**src/rtl/hclip_stream.sv**
```systemverilog
module hclip_stream #(
  parameter int PIX_W = 24,
  parameter int DIM_W = 16
) (
  input  logic               clk,
  input  logic               rst_n,
  input  logic [2*DIM_W-1:0] cfg_size0,
  input  logic [2*DIM_W-1:0] cfg_size1,
  input  logic               cfg_bypass,
  input  logic               cfg_reload_dis,
  input  logic               in_valid,
  output logic               in_ready,
  input  logic [PIX_W-1:0]   in_data,
  input  logic               in_sol,
  input  logic               in_eof,
  output logic               out_valid,
  input  logic               out_ready,
  output logic [PIX_W-1:0]   out_data,
  output logic               out_sol,
  output logic               out_eof
);
  localparam int HI = 2*DIM_W-1;
  localparam logic [DIM_W-1:0] ONE = DIM_W'(1);

  logic [DIM_W-1:0] w_m1_q, h_m1_q, left_q, rfld_q;
  logic             byp_q;
  logic [DIM_W-1:0] col_q, line_q;
  logic             fstart_q;

  logic [DIM_W-1:0] col, cur_line, last_col;
  logic             keep, acc, load;

  assign col      = in_sol ? '0 : col_q;
  assign cur_line = in_sol ? (fstart_q ? '0 : line_q + ONE) : line_q;
  assign last_col = w_m1_q - rfld_q - ONE;
  assign keep     = byp_q || ((col >= left_q) && (col <= last_col));

  assign out_valid = in_valid && keep;
  assign in_ready  = out_ready || !keep;
  assign out_data  = in_data;
  assign out_sol   = byp_q ? in_sol : (col == left_q);
  assign out_eof   = byp_q ? in_eof : ((col == last_col) && (cur_line == h_m1_q));

  assign acc  = in_valid && in_ready;
  assign load = acc && in_eof && !cfg_reload_dis;

  always_ff @(posedge clk) begin
    if (!rst_n) begin
      col_q    <= '0;
      line_q   <= '0;
      fstart_q <= 1'b1;
    end else if (acc) begin
      col_q    <= col + ONE;
      line_q   <= cur_line;
      fstart_q <= in_eof;
    end
  end

  always_ff @(posedge clk) begin
    if (!rst_n) begin
      byp_q  <= 1'b1;
      w_m1_q <= '0;
      h_m1_q <= '0;
      left_q <= '0;
      rfld_q <= '0;
    end else if (load) begin
      byp_q  <= cfg_bypass;
      w_m1_q <= cfg_size0[HI:DIM_W];
      h_m1_q <= cfg_size0[DIM_W-1:0];
      left_q <= cfg_size1[HI:DIM_W];
      rfld_q <= cfg_size1[DIM_W-1:0];
    end
  end

  // in bypass every offered pixel reaches the output unchanged
  p_bypass_pass_r2: assert property (@(posedge clk) disable iff (!rst_n)
    (byp_q && in_valid) |-> (out_valid && out_data == in_data && out_sol == in_sol && out_eof == in_eof));

  // a stalled output blocks the input and holds the pixel
  p_stall_blocks_r6: assert property (@(posedge clk) disable iff (!rst_n)
    (out_valid && !out_ready) |-> !in_ready);
  p_stall_holds_r6: assert property (@(posedge clk) disable iff (!rst_n)
    (out_valid && !out_ready) |=> (out_valid && $stable(out_data)));

  // no output pixel without an input pixel
  p_no_invented_r4: assert property (@(posedge clk) disable iff (!rst_n)
    out_valid |-> in_valid);

  // shadow settings move only after an accepted frame end
  p_shadow_still_r7: assert property (@(posedge clk) disable iff (!rst_n)
    !$past(in_valid && in_ready && in_eof) |->
      ($stable(left_q) && $stable(rfld_q) && $stable(w_m1_q) && $stable(byp_q)));

  // reload disabled at frame end keeps the old settings
  p_reload_off_r8: assert property (@(posedge clk) disable iff (!rst_n)
    $past(in_valid && in_ready && in_eof && cfg_reload_dis) |->
      ($stable(left_q) && $stable(rfld_q) && $stable(h_m1_q) && $stable(byp_q)));

  // dropped pixels never wait on the consumer
  p_drop_free_r10: assert property (@(posedge clk) disable iff (!rst_n)
    (in_valid && !out_valid) |-> in_ready);
endmodule

```
**config.mk**
```make
export PLATFORM = sky130hd
export DESIGN_NAME = hclip_stream
export DESIGN_NICKNAME = d
export VERILOG_FILES = /design/src/rtl/hclip_stream.sv
export SDC_FILE = /design/constraint.sdc
export NUM_CORES = 1
export LEC_CHECK = 0
export CAP_MARGIN = 15
export CORE_ASPECT_RATIO = 1.4
export CORE_MARGIN = 4
export CORE_UTILIZATION = 50
export CTS_CLUSTER_SIZE = 30
export DETAILED_ROUTE_END_ITERATION = 8
export PLACE_DENSITY = 0.78
export REMOVE_ABC_BUFFERS = 1
export SLEW_MARGIN = 5
export SYNTH_ARGS = -nofsm -noshare
export SYNTH_HDL_FRONTEND = slang
export SYNTH_SLANG_ARGS = --single-unit
```
**constraint.sdc**
```tcl
create_clock -name clk -period 8.6 [get_ports clk]
set_clock_uncertainty 0.1 [all_clocks]
set_input_delay 0.86 -clock clk [delete_from_list [all_inputs] [get_ports clk]]
set_output_delay 0.86 -clock clk [all_outputs]
set_load 0.01 [all_outputs]
```
==> flow_metrics.tcl, run 1 <==
set metrics [dict create \
    status "complete, no violations" \
    dr_total_vias 5701 \
    yosysWarnings 0 \
    routed_wirelength_mm 15.52 \
    postSynth.asyncResetShare_pct 0 \
    max_cap_violations 0 \
    synth-edff-count 0 \
    synth_commonest_cells "dfxtp_1 (98), nand2_1 (83), nand3_1 (78)" \
    yosys-top-cells-area "dfxtp_1 (31%), ha_1 (9.8%), nand3_1 (6.2%)" \
    fin_ws_ns 2.409 \
    worstSetupPathType "flop to output port" \
    p_int_mw 0.7819 \
    initial_core_util_pct 50.89 \
    hp-start "w_m1_q[0]$_SDFFE_PN0P_" \
    power_density_nw_per_um2 145.0 \
    synth_cell_types 57 \
    synth_fa_ha_area_share_pct 10.10 \
    fin_nets 961 \
    dieHeight_um 140.5 \
    drive_gt1_share_pct 3.780 \
    worst_slew_pin_slew_ns 0.9935 \
    clkPwrFrac_pct 40.5 \
    pre_cts_ws_ns 2.754 \
    slew_headroom_pct 33.56 \
    leakagePower_nw 2.639 \
    cp-start-kind "flop" \
    power_frac_seq_pct 44.9 \
    synth-simple-area-share_pct 23.56 \
    syn-cell-area_um2 6266 \
    fp-row-count 48 \
    holdBufCountCts 0 \
    io_pins 124 \
    postPlaceCellArea_um2 6858 \
    antenna_found_initial 0 \
    avgSynthCellArea_um2 7.872 \
    drcViolationCount 0 \
    p_switching_mw 0.2581 \
    root_buffer "clkbuf_16" \
    grt_max_degree 101 \
    core_region_area_um2 12310 \
    grt_overflow 0 \
    cts.sinks 98 \
    clockBufferDepth 2 \
    cts.clk_slew.worst_paths_ns 0.06 \
    endpoint_kind "output port" \
    die_area_um2 14410 \
    synth_top_family_by_area "simple AND/OR/NAND/NOR gates" \
    yosysMostFrequentCell "dfxtp_1" \
    seq_area_frac_synth_pct 31.31 \
    ff2ff_setup_slack_ns 3.43 \
    io_buffers 75 \
    rsz0062_at_grt "false" \
    cts_resized 0 \
    p_total_mw 1.040 \
    synth_compound_area_share_pct 19.79 \
    min_to "w_m1_q[0]$_SDFFE_PN0P_" \
    ant_nets 0 \
    fin_area_um2 7174 \
    drtIter0Drc 218 \
    ctsHtreeMaxLevel 3 \
    grt_usage_pct 21.67 \
    antenna_cells 0 \
    die_w_um 102.6 \
    yosys_most_used_dff "dfxtp_1" \
    hold_viol 0 \
    place_congestion 0.9090 \
    r2r_start "rfld_q[0]$_SDFFE_PN0P_" \
    max-vdd-ir-drop_mv 0.08404 \
    fin_crit_ns 6.191 \
    hold_class "flop to flop" \
    reg2reg_depth 19 \
    required_ns 7.64 \
    yosys.area.top_type_share_pct 31.31 \
    p_comb_share_pct 14.6 \
    yosys.area.top_type "dfxtp_1" \
    clk_latency_ns 0.35 \
    grt_pass1_vias 5400 \
    cp_max_fo 4 \
    r2r-end "left_q[1]$_SDFFE_PN0P_" \
    post_drt_wl_per_cell_um 16.00 \
    maxSlewViolCount 0 \
    post_drt_via_cell_ratio 5.877 \
    worstHoldPathCells 2 \
    finalSetupViolCount 0 \
    postCtsSetupBuffers 0 \
    yosys_register_bits 98 \
    tritoncts "done" \
    synth-xor-area-share_pct 5.451 \
    timing.fmax_ghz 0.1615 \
    period_share_pct 71.99 \
    setup_tns_ns 0 \
    dr.pass1.iters 5 \
    cp_data_arrival_time_ns 5.23 \
    grt_pass1_wl_mm 25.16 \
    switching_share_pct 24.82 \
    synthCells 796 \
    hpwl_mm 11.26 \
    numCtsBuffers 9 \
    synthMuxAreaShare_pct 0.7987 \
    syn2layout_area_growth_pct 14.50 \
]
==> registers in the layout (all words and copies together), names as in the netlist <==
signal	flops
line_q	16
col_q	16
fstart_q	1
byp_q	1
left_q	16
w_m1_q	16
rfld_q	16
h_m1_q	16
==> placed cells by master (no fill, tap or decap), types with 5 or more instances in the layout <==
cell / instances
a21o_1: 6
a21oi_1: 44
a31oi_1: 6
and3_1: 7
buf_4: 7
clkbuf_16: 9
clkdlybuf4s50_1: 74
dfxtp_1: 98
ha_1: 49
inv_1: 42
mux2i_1: 5
nand2_1: 83
nand3_1: 78
nand4_1: 15
nor2_1: 33
nor2b_1: 22
nor3_1: 7
nor4_1: 7
o211ai_1: 9
o21ai_0: 17
o21ai_1: 47
o22ai_1: 6
o31ai_1: 36
or3_1: 7
or4_1: 6
xnor2_1: 23
xor2_1: 16
==> power by group through the flow <==
stage / logic (mW) / clock network, mW / registers, mW
after detailed placement: 0.150 / 0 / 0.477
after floorplan: 0.0787 / 0 / 0.476
final: 0.152 / 0.421 / 0.467
after global placement: 0.148 / 0 / 0.477
after CTS: 0.152 / 0.429 / 0.467
after global routing: 0.167 / 0.448 / 0.467
==> stage by stage <==
step           utilization [%]  hold slack (ns)  std cells
2_1_floorplan                -           0.3327        723
3_3_place_gp             55.70           0.3408        954
3_5_place_dp             55.70           0.3466        954
4_1_cts                  58.27           0.3555        970
5_1_grt                  58.27           0.3707        970
6_report                 58.27           0.3504        970
==> critical path: stages (launching register included) <==
cell,delay [ns]
dfxtp_1,0.30
inv_1,0.05
ha_1,0.21
inv_1,0.08
fa_1,0.20
nor2b_1,0.06
o21a_1,0.18
o21ai_0,0.27
a21oi_1,0.18
a41o_1,0.28
o41a_1,0.33
xnor2_1,0.15
ha_1,0.34
nand4_1,0.19
nor4_1,0.61
nand4_1,0.15
nor4_1,0.32
nand4_1,0.12
o31ai_1,0.26
clkdlybuf4s50_1,0.59
==> metal layers <==
layer	vias to the layer above	global-route usage [%]	share of wire [%]
met5	-	0.7326	0
li1	2864	-	-
met2	176	35.50	48
met1	2624	26.58	42
met3	37	5.780	7.0
met4	0	8.639	3.1
==> final cells by class <==
class,count,area [um^2]
Clock buffer,13,270.3
Clock inverter,3,46.29
Fill cell,1126,5137
Inverter,42,157.7
Multi-Input combinational cell,583,3757
Sequential cell,98,1962
Tap cell,150,187.7
Timing Repair Buffer,81,793.3
==> kinds of logic after synthesis <==
kind of cell             Yosys count
flip-flops                        98
AND/OR/NAND/NOR                  292
buffers and inverters            115
multiplexers                       5
XOR/XNOR                          39
AO/OA/AOI/OAI                    197
adder cells (fa/ha/maj)           50
==> how the worst max path moves through the flow <==
| stage | startpoint | to | slack (ns) |
|---|---|---|---|
| 2_1_floorplan | rfld_q[0]$_SDFFE_PN0P_ | byp_q$_SDFFE_PN1P_ | -0.76 |
| 3_3_place_gp | in_sol | out_eof | 2.87 |
| 3_5_place_dp | in_sol | out_eof | 2.75 |
| 4_1_cts | rfld_q[0]$_SDFFE_PN0P_ | out_eof | 2.51 |
| 5_1_grt | rfld_q[0]$_SDFFE_PN0P_ | out_eof | 2.23 |
| 6_report | rfld_q[0]$_SDFFE_PN0P_ | out_eof | 2.41 |
(Power assumes the default switching activity.)
==> inputs of run 2 (changes only) <==
==> constraint.sdc (replaced) <==
create_clock -name clk -period 6.25 [get_ports clk]
set_clock_uncertainty 0.1 [all_clocks]
set_input_delay 0.625 -clock clk [delete_from_list [all_inputs] [get_ports clk]]
set_output_delay 0.625 -clock clk [all_outputs]
set_load 0.01 [all_outputs]
==> run 2 against run 1 <==
Critical path depth unchanged. Flip-flop and latch count did not move. Largest power group unchanged. Critical path type unchanged. Via count shrank 1.9%. Non-clock buffer count rose by 2. Sequential share of layout area about the same.
==> flow_metrics.tcl, run 2 (synthesized netlist as in run 1, its figures left out) <==
set metrics [dict create \
    status "complete, no violations" \
    antenna_cells 0 \
    met3_usage_pct 5.630 \
    io_buffers 75 \
    worst_slew_pin_slew_ns 0.8068 \
    cp-start-kind "flop" \
    post_drt_wl_per_cell_um 15.60 \
    stdcell_count 972 \
    postCtsSetupBuffers 0 \
    ff2ff_setup_slack_ns 1.38 \
    finalSetupViolCount 0 \
    timing.fmax_ghz 0.1753 \
    clockBufferDepth 2 \
    clk_latency_ns 0.34 \
    dr.pass1.iters 5 \
    syn2layout_area_growth_pct 14.58 \
    post_drt_via_cell_ratio 5.754 \
    hold-worst-slack_ns 0.3525 \
    final_cell_mix "dfxtp_1 (98), nand2_1 (83), nand3_1 (78), clkdlybuf4s50_1 (74), ha_1 (49)" \
    layout.cells.most_common "dfxtp_1" \
    power_density_nw_per_um2 195.7 \
    maxSlewViolCount 0 \
    cts_resized 0 \
    rsz0062_at_grt "false" \
    slew_headroom_pct 46.22 \
    grt_most_used_layer "met2" \
    cts.clk_slew.worst_paths_ns 0.06 \
    slowest_stage "clkdlybuf4s50_1" \
    core_region_area_um2 12310 \
    fin_nets 963 \
    max_cap_violations 0 \
    dr_total_vias 5593 \
    final_util_pct 58.31 \
    max-vdd-ir-drop_mv 0.1117 \
    drcViolationCount 0 \
    max_stage_delay_ns 0.59 \
    routed_wirelength_mm 15.17 \
    hold_class "flop to flop" \
    place_inst 956 \
    setup_tns_ns 0 \
    drtIter0Drc 263 \
    p_total_mw 1.405 \
    cp_top_family "compound AO/OA/AOI/OAI gates" \
    grt_pass1_vias 5167 \
    ctsHtreeMaxLevel 3 \
    place_congestion 0.9659 \
    hold_viol 0 \
    fp-row-count 48 \
    crit_chain "inv_1 > ha_1 > inv_1 > fa_1 > nor2b_1 > o21a_1 > o21ai_0 > a21oi_1 > a41o_1 > o41a_1 > xnor2_1 > ha_1 > nand4_1 > nor4_1 > nand4_1 > nor4_1 > nand4_1 > o31ai_1 > clkdlybuf4s50_1" \
    drive_gt1_share_pct 3.771 \
    cp_data_arrival_time_ns 4.98 \
    die_area_um2 14410 \
    cts.sinks 98 \
    ant_nets 0 \
    dieHeight_um 140.5 \
    path_common_cell "nand4_1" \
    met2_usage_pct 34.58 \
    holdBufCountCts 0 \
    tritoncts "done" \
    grt_pass1_wl_mm 24.35 \
    cp_max_fo 4 \
    leakagePower_nw 2.642 \
    required_ns 5.52 \
    period_share_pct 91.27 \
    root_buffer "clkbuf_16" \
    worstSetupPathType "flop to output port" \
    grt_overflow 0 \
    critical_path_buf_inv_count 3 \
    fin_crit_ns 5.704 \
    grt_max_degree 102 \
    die_w_um 102.6 \
    antenna_found_initial 0 \
    endpoint_kind "output port" \
    initial_core_util_pct 50.89 \
    hpwl_mm 10.76 \
    use_met1_pct 26.25 \
    grt_usage_pct 20.93 \
    numCtsBuffers 9 \
    io_pins 124 \
]
[run 2: worst paths after layout]
path	from	endpoint	depth (start not counted)
worst max register to register	rfld_q[0]$_SDFFE_PN0P_	col_q[15]$_SDFFE_PN0P_	20
worst min register to register	w_m1_q[2]$_SDFFE_PN0P_	w_m1_q[2]$_SDFFE_PN0P_	2
worst min-delay path	w_m1_q[2]$_SDFFE_PN0P_	w_m1_q[2]$_SDFFE_PN0P_	2
worst max-delay path	rfld_q[0]$_SDFFE_PN0P_	out_eof	19
[run 2: report_power, final]
part           total (mW)  internal [mW]  leakage, nW  switching [mW]
Clock               0.557          0.322        0.143           0.236
Sequential          0.642          0.635        0.792         0.00690
Combinational       0.205         0.0969         1.71           0.108
[run 2: worst reg2reg max path: stages (launching register included)]
cell	delay, ns
dfxtp_1	0.32
inv_1	0.05
ha_1	0.20
inv_1	0.07
fa_1	0.20
nor2b_1	0.05
o21a_1	0.17
o21ai_0	0.23
a21oi_1	0.16
a41o_1	0.28
o41a_1	0.32
xnor2_1	0.14
ha_1	0.31
a21oi_1	0.17
nand2_1	0.07
a221o_1	0.35
o31ai_1	0.66
a21o_1	0.20
buf_4	0.35
nor2_1	0.13
a32o_1	0.23
[run 2: metrics by stage]
step                      area, um^2  setup slack [ns]
after floorplan                 5861            -3.113
after global placement          6882             1.062
after detailed placement        6882            0.9437
after CTS                       7179            0.5180
after global routing            7179            0.1160
final                           7179            0.5459
[run 2: cell type report]
type                    instances  area, um^2
multi-input cells             583        3754
repair buffers                 83       820.8
flip-flops and latches         98        1962
clock buffers                  12       246.5
inverters                      42       157.7
clock inverters                 4       51.30
well taps                     150       187.7
fillers                      1118        5132
[run 2: routing by layer]
layer | routed length, um | part of all wire (%)
met2 | 7347 | 48
met4 | 267 | 1.8
met5 | 0 | 0
met1 | 6568 | 43
met3 | 983 | 6.5
